`config.mk`:
```
export PLATFORM = sky130hd
export DESIGN_NAME = lane_ls_bridge
export DESIGN_NICKNAME = d
export VERILOG_FILES = /design/src/rtl/lsb_pkg.sv /design/src/rtl/lsb_mem_port.sv /design/src/rtl/lsb_slot_bank.sv /design/src/rtl/lsb_lane_xfer.sv /design/src/rtl/lane_ls_bridge.sv
export SDC_FILE = /design/constraint.sdc
export NUM_CORES = 1
export LEC_CHECK = 0
export ABC_AREA = 1
export CAP_MARGIN = 15
export CORE_ASPECT_RATIO = 1.2
export CORE_MARGIN = 3
export CORE_UTILIZATION = 40
export CTS_CLUSTER_SIZE = 25
export DETAILED_ROUTE_END_ITERATION = 7
export DONT_BUFFER_PORTS = 1
export PLACE_DENSITY = 0.6
export SLEW_MARGIN = 10
export SYNTH_ARGS = -nofsm -noshare
export SYNTH_HDL_FRONTEND = slang
export SYNTH_HIERARCHICAL = 1
export SYNTH_SLANG_ARGS = --single-unit
```
`constraint.sdc`:
```
create_clock -name clk -period 1.6 [get_ports clk]
set_input_delay 0.32 -clock clk [delete_from_list [all_inputs] [get_ports clk]]
set_output_delay 0.32 -clock clk [all_outputs]
set_load 0.01 [all_outputs]
```
`src/rtl/lsb_pkg.sv`:
```
package lsb_pkg;

   typedef enum logic [3:0] {
      OP_IDLE      = 4'd0,
      OP_FETCH     = 4'd1,
      OP_SPILL     = 4'd2,
      OP_FETCH_ALL = 4'd3,
      OP_FETCH_IX  = 4'd4,
      OP_SPILL_IX  = 4'd5,
      OP_TO_REGS   = 4'd6,
      OP_FROM_REGS = 4'd7,
      OP_FANOUT    = 4'd8
   } lsb_op_e;

   typedef enum logic [1:0] {
      MP_IDLE = 2'd0,
      MP_REQ  = 2'd1,
      MP_WAIT = 2'd2
   } mp_state_e;

   function automatic logic op_uses_mem(lsb_op_e o);
      return (o == OP_FETCH) || (o == OP_SPILL) || (o == OP_FETCH_ALL) ||
             (o == OP_FETCH_IX) || (o == OP_SPILL_IX);
   endfunction

   function automatic logic op_writes_mem(lsb_op_e o);
      return (o == OP_SPILL) || (o == OP_SPILL_IX);
   endfunction

   function automatic logic op_indexed(lsb_op_e o);
      return (o == OP_FETCH_IX) || (o == OP_SPILL_IX);
   endfunction

endpackage

```
`src/rtl/lsb_mem_port.sv`:
```
module lsb_mem_port
   import lsb_pkg::*;
#(
   parameter int LANES  = 4,
   parameter int DATA_W = 32,
   parameter int ADDR_W = 14,
   localparam int LANE_W = $clog2(LANES)
) (
   input  logic                      clk,
   input  logic                      rst_n,
   input  logic                      accept,
   input  lsb_op_e                   op,
   input  logic [LANE_W-1:0]         op_lane,
   input  logic [ADDR_W-1:0]         op_addr,
   input  logic [LANES*ADDR_W-1:0]   lane_addr,
   input  logic [DATA_W-1:0]         sel_data,
   output logic                      busy,
   output logic                      mem_req,
   output logic                      mem_we,
   output logic [ADDR_W-1:0]         mem_addr,
   output logic [DATA_W-1:0]         mem_wdata,
   output logic                      fill_valid,
   output logic                      fill_wide,
   output logic [LANE_W-1:0]         fill_lane
);

   mp_state_e         state_q;
   logic [ADDR_W-1:0] ix_addr;

   assign ix_addr    = lane_addr[op_lane*ADDR_W +: ADDR_W];
   assign busy       = (state_q != MP_IDLE);
   assign fill_valid = (state_q == MP_WAIT);

   always_ff @(posedge clk) begin
      if (!rst_n) begin
         state_q   <= MP_IDLE;
         mem_req   <= 1'b0;
         mem_we    <= 1'b0;
         mem_addr  <= '0;
         mem_wdata <= '0;
         fill_wide <= 1'b0;
         fill_lane <= '0;
      end else begin
         case (state_q)
            MP_IDLE: begin
               if (accept && op_uses_mem(op)) begin
                  mem_req   <= 1'b1;
                  mem_we    <= op_writes_mem(op);
                  mem_addr  <= op_indexed(op) ? ix_addr : op_addr;
                  mem_wdata <= sel_data;
                  fill_wide <= (op == OP_FETCH_ALL);
                  fill_lane <= op_lane;
                  state_q   <= MP_REQ;
               end
            end
            MP_REQ: begin
               mem_req <= 1'b0;
               state_q <= mem_we ? MP_IDLE : MP_WAIT;
            end
            default: state_q <= MP_IDLE;
         endcase
      end
   end

   p_req_pulse_r10: assert property (@(posedge clk) disable iff (!rst_n)
      mem_req |=> !mem_req);
   p_req_in_busy_r10: assert property (@(posedge clk) disable iff (!rst_n)
      mem_req |-> busy);
   p_read_holds_busy_r3: assert property (@(posedge clk) disable iff (!rst_n)
      (mem_req && !mem_we) |=> (busy && fill_valid));
   p_write_frees_r4: assert property (@(posedge clk) disable iff (!rst_n)
      (mem_req && mem_we) |=> !busy);

endmodule

```
`src/rtl/lsb_slot_bank.sv`:
```
module lsb_slot_bank #(
   parameter int LANES       = 4,
   parameter int DATA_W      = 32,
   parameter bit CLEAR_SLOTS = 1'b1,
   localparam int LANE_W = $clog2(LANES)
) (
   input  logic                      clk,
   input  logic                      rst_n,
   input  logic                      fill_valid,
   input  logic                      fill_wide,
   input  logic [LANE_W-1:0]         fill_lane,
   input  logic [DATA_W-1:0]         mem_rdata,
   input  logic                      load_regs,
   input  logic [LANES*DATA_W-1:0]   lane_rd_data,
   input  logic [LANE_W-1:0]         rd_lane,
   output logic [LANES*DATA_W-1:0]   slots,
   output logic [DATA_W-1:0]         sel_data
);

   for (genvar i = 0; i < LANES; i++) begin : g_slot
      logic [DATA_W-1:0] slot_q;
      logic [DATA_W-1:0] nxt;
      logic              upd;

      always_comb begin
         upd = 1'b0;
         nxt = slot_q;
         if (fill_valid && (fill_wide || fill_lane == LANE_W'(i))) begin
            upd = 1'b1;
            nxt = mem_rdata;
         end else if (load_regs) begin
            upd = 1'b1;
            nxt = lane_rd_data[i*DATA_W +: DATA_W];
         end
      end

      if (CLEAR_SLOTS) begin : g_clr
         always_ff @(posedge clk) begin
            if (!rst_n)   slot_q <= '0;
            else if (upd) slot_q <= nxt;
         end
      end else begin : g_keep
         always_ff @(posedge clk) begin
            if (upd) slot_q <= nxt;
         end
      end

      assign slots[i*DATA_W +: DATA_W] = slot_q;
   end

   assign sel_data = slots[rd_lane*DATA_W +: DATA_W];

   p_fill_excl_regs_r2: assert property (@(posedge clk) disable iff (!rst_n)
      !(fill_valid && load_regs));
   p_wide_fill_r5: assert property (@(posedge clk) disable iff (!rst_n)
      (fill_valid && fill_wide) |=>
         (slots[0 +: DATA_W] == slots[(LANES-1)*DATA_W +: DATA_W]));

endmodule

```
`src/rtl/lsb_lane_xfer.sv`:
```
module lsb_lane_xfer
   import lsb_pkg::*;
#(
   parameter int LANES  = 4,
   parameter int DATA_W = 32,
   parameter int REG_W  = 5
) (
   input  logic                      clk,
   input  logic                      rst_n,
   input  logic                      accept,
   input  lsb_op_e                   op,
   input  logic [REG_W-1:0]          op_reg,
   input  logic [LANES*DATA_W-1:0]   slots,
   input  logic [DATA_W-1:0]         sel_data,
   output logic [LANES-1:0]          reg_wr_en,
   output logic [REG_W-1:0]          reg_wr_idx,
   output logic [LANES*DATA_W-1:0]   reg_wr_data
);

   always_ff @(posedge clk) begin
      if (!rst_n) begin
         reg_wr_en   <= '0;
         reg_wr_idx  <= '0;
         reg_wr_data <= '0;
      end else begin
         reg_wr_en <= '0;
         if (accept && op == OP_TO_REGS) begin
            reg_wr_en   <= '1;
            reg_wr_idx  <= op_reg;
            reg_wr_data <= slots;
         end else if (accept && op == OP_FANOUT) begin
            reg_wr_en   <= '1;
            reg_wr_idx  <= op_reg;
            reg_wr_data <= {LANES{sel_data}};
         end
      end
   end

   p_wr_idx_r6: assert property (@(posedge clk) disable iff (!rst_n)
      (accept && (op == OP_TO_REGS || op == OP_FANOUT)) |=>
         (reg_wr_idx == $past(op_reg)));

endmodule

```
`src/rtl/lane_ls_bridge.sv`:
```
module lane_ls_bridge
   import lsb_pkg::*;
#(
   parameter int LANES       = 4,
   parameter int DATA_W      = 32,
   parameter int ADDR_W      = 14,
   parameter int REG_W       = 5,
   parameter bit CLEAR_SLOTS = 1'b1,
   localparam int LANE_W = $clog2(LANES)
) (
   input  logic                      clk,
   input  logic                      rst_n,
   input  logic                      op_valid,
   input  logic [3:0]                op_code,
   input  logic [LANE_W-1:0]         op_lane,
   input  logic [ADDR_W-1:0]         op_addr,
   input  logic [REG_W-1:0]          op_reg,
   input  logic [LANES*ADDR_W-1:0]   lane_addr,
   input  logic [LANES*DATA_W-1:0]   lane_rd_data,
   output logic                      busy,
   output logic                      mem_req,
   output logic                      mem_we,
   output logic [ADDR_W-1:0]         mem_addr,
   output logic [DATA_W-1:0]         mem_wdata,
   input  logic [DATA_W-1:0]         mem_rdata,
   output logic [LANES-1:0]          reg_wr_en,
   output logic [REG_W-1:0]          reg_wr_idx,
   output logic [LANES*DATA_W-1:0]   reg_wr_data
);

   if (LANES < 2 || (LANES & (LANES - 1)) != 0) begin : g_bad_lanes
      $error("lane_ls_bridge: LANES must be a power of two of at least 2");
   end
   if (ADDR_W < 1 || ADDR_W > DATA_W) begin : g_bad_addr
      $error("lane_ls_bridge: ADDR_W must lie in 1..DATA_W");
   end
   if (REG_W < 1) begin : g_bad_reg
      $error("lane_ls_bridge: REG_W must be positive");
   end

   lsb_op_e                 op;
   logic                    accept;
   logic                    fill_valid;
   logic                    fill_wide;
   logic [LANE_W-1:0]       fill_lane;
   logic [LANES*DATA_W-1:0] slots;
   logic [DATA_W-1:0]       sel_data;

   assign op     = lsb_op_e'(op_code);
   assign accept = op_valid && !busy;

   lsb_mem_port #(.LANES(LANES), .DATA_W(DATA_W), .ADDR_W(ADDR_W)) u_port (
      .clk(clk), .rst_n(rst_n), .accept(accept), .op(op),
      .op_lane(op_lane), .op_addr(op_addr), .lane_addr(lane_addr),
      .sel_data(sel_data), .busy(busy), .mem_req(mem_req), .mem_we(mem_we),
      .mem_addr(mem_addr), .mem_wdata(mem_wdata), .fill_valid(fill_valid),
      .fill_wide(fill_wide), .fill_lane(fill_lane)
   );

   lsb_slot_bank #(.LANES(LANES), .DATA_W(DATA_W), .CLEAR_SLOTS(CLEAR_SLOTS)) u_bank (
      .clk(clk), .rst_n(rst_n), .fill_valid(fill_valid), .fill_wide(fill_wide),
      .fill_lane(fill_lane), .mem_rdata(mem_rdata),
      .load_regs(accept && op == OP_FROM_REGS), .lane_rd_data(lane_rd_data),
      .rd_lane(op_lane), .slots(slots), .sel_data(sel_data)
   );

   lsb_lane_xfer #(.LANES(LANES), .DATA_W(DATA_W), .REG_W(REG_W)) u_xfer (
      .clk(clk), .rst_n(rst_n), .accept(accept), .op(op), .op_reg(op_reg),
      .slots(slots), .sel_data(sel_data), .reg_wr_en(reg_wr_en),
      .reg_wr_idx(reg_wr_idx), .reg_wr_data(reg_wr_data)
   );

   p_busy_blocks_req_r2: assert property (@(posedge clk) disable iff (!rst_n)
      (op_valid && busy) |=> !mem_req);
   p_fanout_equal_r8: assert property (@(posedge clk) disable iff (!rst_n)
      (op_valid && !busy && op == OP_FANOUT) |=>
         (reg_wr_data[0 +: DATA_W] == reg_wr_data[(LANES-1)*DATA_W +: DATA_W]));
   p_reset_quiet_r1: assert property (@(posedge clk)
      $rose(rst_n) |-> (!busy && !mem_req && reg_wr_en == '0));

endmodule

```
# After elaboration in Yosys (flattened, before gate mapping)
# Index checks and enable logic that the tools add are counted.
# Widths: inputs -> output; s select.
[word_totals]
regBits = 318
input_bits = 244
word_cells = 91
output_inout_bits = 186
[classes]
n_shift = 2
n_mux = 25
reduce_logical = 35
n_eq_ne = 14
multipliers = 1
[ops]
columns = ["operator", "count"]
rows = [
  ["$mux 128", 2],
  ["$mux 32", 8],
  ["$shiftx 128x8->32", 1],
  ["$shiftx 56x7->14", 1],
  ["$eq 4x3->1 const B", 4],
  ["$mux 14", 1],
  ["$reduce_bool 2->1", 7],
  ["$reduce_and 2->1", 6],
  ["$logic_or 1x1->1", 10],
  ["$mux 5", 2],
  ["$logic_and 1x1->1", 9],
  ["$eq 4x2->1 const B", 2],
  ["$mux 4", 2],
  ["$eq 2x2->1 const B", 3],
  ["$mux 1", 6],
  ["$mul 2x3->5 const B", 1],
  ["$eq 2x1->1 const B", 2],
  ["$eq 4x1->1 const B", 1],
  ["$eq 4x4->1 const B", 1],
  ["$logic_not 2->1", 2],
  ["$mux 2", 2],
  ["$pmux 2 s2", 1],
  ["$ne 2x1->1 const B", 1],
  ["$pmux 1 s2", 1],
  ["$logic_not 1->1", 1],
]

# Logic depth before layout (Yosys ltp)
[depth]
word_depth = 8
ltp_mapped = 14

# Hierarchy
# The synthesis kept the hierarchy.
[modules_own_cells]
columns = ["module", "cells_each", "seq_area_each_um2", "n_inst", "area_each_um2"]
rows = [
  ["lsb_slot_bank", 1183, 2562.5, 1, 7305.8],
  ["lsb_lane_xfer", 1198, 2682.6, 1, 7089.3],
  ["lsb_mem_port", 462, 1061.0, 1, 2786.4],
  ["lane_ls_bridge", 9, 0.0, 1, 38.8],
]

# Worst setup path after synthesis
# No wires, ideal clock.
[synth_path]
path_type = "register to register"
startpoint = "register u_port.state_q[0]"
endpoint = "register u_xfer.reg_wr_data[10]"
setup_time_ns = 0.112
synth_period_minus_slack_ns = 1.654
required_time_ns = 1.488
stages_incl_launch_ff = 15
arrival_ns = 1.543
setup_slack_ns = -0.054
cell_sequence = "dfxtp_1 -> inv_1 -> nand2_1 -> inv_1 -> nand2_1 -> inv_1 -> nand2_1 -> nor2_1 -> nand2_1 -> buf_2 -> buf_2 -> nand2_1 -> nand2_1 -> nor2_1 -> nor2_1"
[synth_via]
elab_chain_cells = 5
[synth_lines]
columns = ["element", "line_no", "rtl"]
rows = [
  ["start: declaration", "lsb_mem_port.sv:27", "mp_state_e state_q;"],
  ["start signal: assignment", "lsb_mem_port.sv:58", "state_q <= mem_we ? MP_IDLE : MP_WAIT;"],
  ["$reduce_bool 2->1 *", "lsb_mem_port.sv:31", "assign busy = (state_q != MP_IDLE);"],
  ["named net busy", "lane_ls_bridge.sv:20", "output logic busy,"],
  ["$logic_not 1->1 *", "lane_ls_bridge.sv:50", "assign accept = op_valid && !busy;"],
  ["$logic_and 1x1->1 *", "lane_ls_bridge.sv:50", ""],
  ["named net accept", "lane_ls_bridge.sv:42", "logic accept;"],
  ["$logic_and 1x1->1, on equally long branches", "lsb_lane_xfer.sv:27, lsb_lane_xfer.sv:31", ""],
  ["$mux 128 or $reduce_bool 2->1 (tied branches)", "-", ""],
  ["end signal: assignment", "lsb_lane_xfer.sv:30", "reg_wr_data <= slots;"],
  ["end signal: assignment", "lsb_lane_xfer.sv:34", "reg_wr_data <= {LANES{sel_data}};"],
  ["end: declaration", "lsb_lane_xfer.sv:17", "output logic [LANES*DATA_W-1:0] reg_wr_data"],
]
# The timed path passes the listed nets; every way through them passes the cells marked *.
# A chain may end at the register's enable or synchronous reset.

# Worst setup path in the final report
[layout_path]
startpoint = "register u_port.state_q[0]"
endpoint = "register u_xfer.reg_wr_data[62]"
[layout_via]
elab_chain_cells = 5
[layout_lines]
columns = ["element", "line_no"]
rows = [
  ["$reduce_bool 2->1 *", "lsb_mem_port.sv:31"],
  ["$logic_not 1->1 *", "lane_ls_bridge.sv:50"],
  ["$logic_and 1x1->1 *", "lane_ls_bridge.sv:50"],
  ["named net accept", "lane_ls_bridge.sv:42"],
  ["$logic_and 1x1->1, on equally long branches", "lsb_lane_xfer.sv:27, lsb_lane_xfer.sv:31"],
  ["$mux 128 or $reduce_bool 2->1 (tied branches)", "-"],
]
# Marked as above.

==> flow_summary.toml <==
[cells_and_area]
drive_gt1_frac = 0.187
final_area_um2 = 22500
nets = 3145
final_util = 0.533
syn_to_final_growth_pct = 30.6

[clocking]
clock-sinks = 315
cts_made_buffers = 36
cts_tree = "yes"
htreeDepth = 2
cts.clk_slew.worst_paths_ns = 0.06
clock-root-buffer = "clkbuf_16"
cts_buffer_depth = 3
clock_latency_ns = 0.53

[synth]
ys_warn_count = 6
synthSimpleGateAreaFrac = 0.434
synthXorXnorAreaFrac = 0
synth_top_family_by_area = "simple AND/OR/NAND/NOR gates"
syn-num-nets = 3096
ys_types = 24
synth_fa_ha_area_frac = 0
synthMuxAreaShare = 0
synth-seq-cells = 315
ys_seq_area_frac = 0.366
synthCells = 2852
synth.cell_area_um2 = 17200
synth.avg_cell_area_um2 = 6.04
synth-compound-area-share = 0.0877

[critical_path]
regToRegStartpoint = "u_port/state_q[0]$_SDFFE_PN0P_"
cp_max_fo = 7
critical_path_required_ns = 2.02
start_kind = "flop"
crit_path_end = "u_xfer/reg_wr_data[62]$_SDFFE_PN0P_"
crit_arrival_ns = 2.19
cp_slowest_cell = "dfxtp_2"
r2r_cells = 14
worstPathCellList = "inv_2, nand2_2, inv_2, nand2_2, inv_2, nand2_2, nor2_4, nand2_4, buf_8, buf_16, nand2_8, nand2_1, nor2_1, nor2_1"
crit_start = "u_port/state_q[0]$_SDFFE_PN0P_"
path_class = "reg -> reg"
max_stage_delay_ns = 0.32
worstReg2RegEnd = "u_xfer/reg_wr_data[62]$_SDFFE_PN0P_"
regToRegSetupSlack_ns = -0.17
endpoint_kind = "flop"

[timing]
setup_tns_ns = -22.02
setup_ws_ns = -0.169
hold_viol_final = 10
min_period_ns = 1.77
finClkSkew_ns = 0.0125
fmax_mhz = 565
hold_ws_ns = -0.0226
slew_headroom = 0.461
rsz0062_at_grt = "yes"
setup_viol_count_final = 294
max_slew.worst_pin.slew_ns = 0.808
period_share = 1.11
drv_slew = 0

[route]
viasPerCell = 5.58
ant_nets = 0
drt-total-wl_mm = 77.9
drc = 0
drt-initial-drc-count = 2359
vias = 19382
wl_per_cell_um = 22.4
drt_first_pass_iters = 6

[grt]
overflow = 0
grt_use_total = 0.306
grt_pass1_wl_mm = 109
grt_pass1_vias = 17048
grt_max_degree = 153
antenna_found_initial = 5

[status]
run_status = "finished, violations left"
violations = "negative hold slack, negative setup slack"

[floorplanning]
start_util = 0.408
core_area_um2 = 42200
die_w_um = 195
rows = 82
top_level_ports = 430
die_h_um = 233
die_area_um2 = 45600

[power]
p_per_area_nw_per_um2 = 875
ir_drop_mv = 0.826
leakagePower_uw = 0.0107

[placement]
place_ws_ns = -0.214
io_buffers = 0
dpl_cell_area_um2 = 18500
dp_hpwl_mm = 52.2
globalplace.congestion = 1.00

[hold_path]
hp-class = "in -> reg"
hold_start = "rst_n"

[job]
maxCapViolations = 0
-- cell families (layout without fill, tap and decap cells) --
logic type	count (synthesis)	count (layout)
buf+inv	453	524
flops	315	315
other cells	0	5
simple gates	1791	1791
compound gates	293	293
-- placed cells by master, fill, tap and decap left out, drive strengths merged --
cell         netlist  layout
dlygate4sd3        0      19
nor3               1       1
bufinv             0       3
nor2             417     417
a21oi            164     164
buf              149     200
clkinv             1      11
nand4              1       1
clkbuf            83      71
diode              0       5
o21ai             97      97
nand2            819     819
inv              220     220
nand3            553     553
o22ai             32      32
dfxtp            315     315
-- synth_stat cells --
master / count / area [µm²]
nand2_1: 810 / 3040
nand3_1: 553 / 2770
nor2_1: 413 / 1550
dfxtp_1: 315 / 6310
inv_1: 216 / 811
a21oi_1: 164 / 821
buf_2: 110 / 551
o21ai_0: 86 / 430
clkbuf_1: 82 / 308
o22ai_1: 32 / 200
buf_4: 21 / 158
buf_1: 16 / 60.1
o21ai_1: 10 / 50.1
nand2_2: 6 / 37.5
inv_2: 4 / 15.0
nand2_4: 3 / 33.8
nor2_2: 3 / 18.8
buf_6: 2 / 22.5
clkbuf_2: 1 / 5.00
clkinv_1: 1 / 3.75
nand4_1: 1 / 6.26
nor2_4: 1 / 11.3
nor3_1: 1 / 5.00
o21ai_2: 1 / 8.76
-- worst min-delay path by stage --
stage	endpoint	slack [ns]	depth (start not counted)
floorplan	u_xfer/reg_wr_idx[0]$_SDFFE_PN0P_	0.44	2
global placement	u_xfer/reg_wr_idx[0]$_SDFFE_PN0P_	0.44	2
detailed placement	u_xfer/reg_wr_idx[3]$_SDFFE_PN0P_	0.45	2
CTS	u_port/mem_addr[2]$_SDFFE_PN0P_	-0.09	2
global route	u_xfer/reg_wr_data[32]$_SDFFE_PN0P_	-0.01	2
finish	u_xfer/reg_wr_data[14]$_SDFFE_PN0P_	-0.02	2
-- area by class of cell --
class	count	area, µm²
Multi-Input combinational cell	2084	10000
Timing Repair inverter	3	42.5
Sequential cell	315	6310
Tap cell	546	683
Inverter	221	858
Timing Repair Buffer	240	3390
Clock inverter	10	129
Fill cell	4179	19700
Clock buffer	50	1050
Antenna cell	5	12.5
-- metrics by stage --
stage	std cells	total power (µW)
detailed placement	3322	10700
global route	3473	20300
finish	3474	19700
global placement	3322	10700
floorplan	2852	10000
CTS	3427	19500
-- power by group --
part	internal [µW]	leakage [µW]	switching, µW	total, µW
Clock	5070	0.000589	3440	8510
Sequential	8110	0.00255	334	8450
Combinational	1060	0.00756	1670	2730
Total	14200	0.0107	5440	19700
-- timing repair --
item / in CTS / in global routing
pin swaps: 40 / 90
hold buffers: 16 / 5
cloned: 15 / 33
buffers inserted: 14 / 5
setup endpoints to repair: 242 / 314
endpoints found under the hold margin: 84 / 17
resized for setup: 125 / 229
-- per-layer routing --
| metal | share of wire | up-vias | GRT usage | wire length [µm] |
|---|---|---|---|---|
| li1 | - | 9185 | - | - |
| met4 | 0.032 | 2 | 0.0753 | 2510 |
| met2 | 0.43 | 1053 | 0.454 | 33400 |
| met3 | 0.12 | 141 | 0.0987 | 9480 |
| met5 | 0.00017 | - | 0 | 13 |
| met1 | 0.42 | 9001 | 0.431 | 32500 |
-- state kept, by name, summed over array words and instances, names as in the netlist --
| signal | flops |
|---|---|
| u_bank/g_slot.slot_q | 128 |
| u_xfer/reg_wr_data | 128 |
| u_port/mem_wdata | 32 |
| u_port/mem_addr | 14 |
| u_xfer/reg_wr_idx | 5 |
| u_port/fill_lane | 2 |
| u_port/state_q | 2 |
| u_port/fill_wide | 1 |
| u_port/mem_req | 1 |
| u_port/mem_we | 1 |
| u_xfer/reg_wr_en | 1 |
-- worst max-delay path: cells and delay by family (launching register included) --
kind | cells | cell delay (ns)
buf+inv | 5 | 0.49
simple gates | 9 | 0.83
flops | 1 | 0.32
Note: power is estimated with default switching activity, not from simulation.
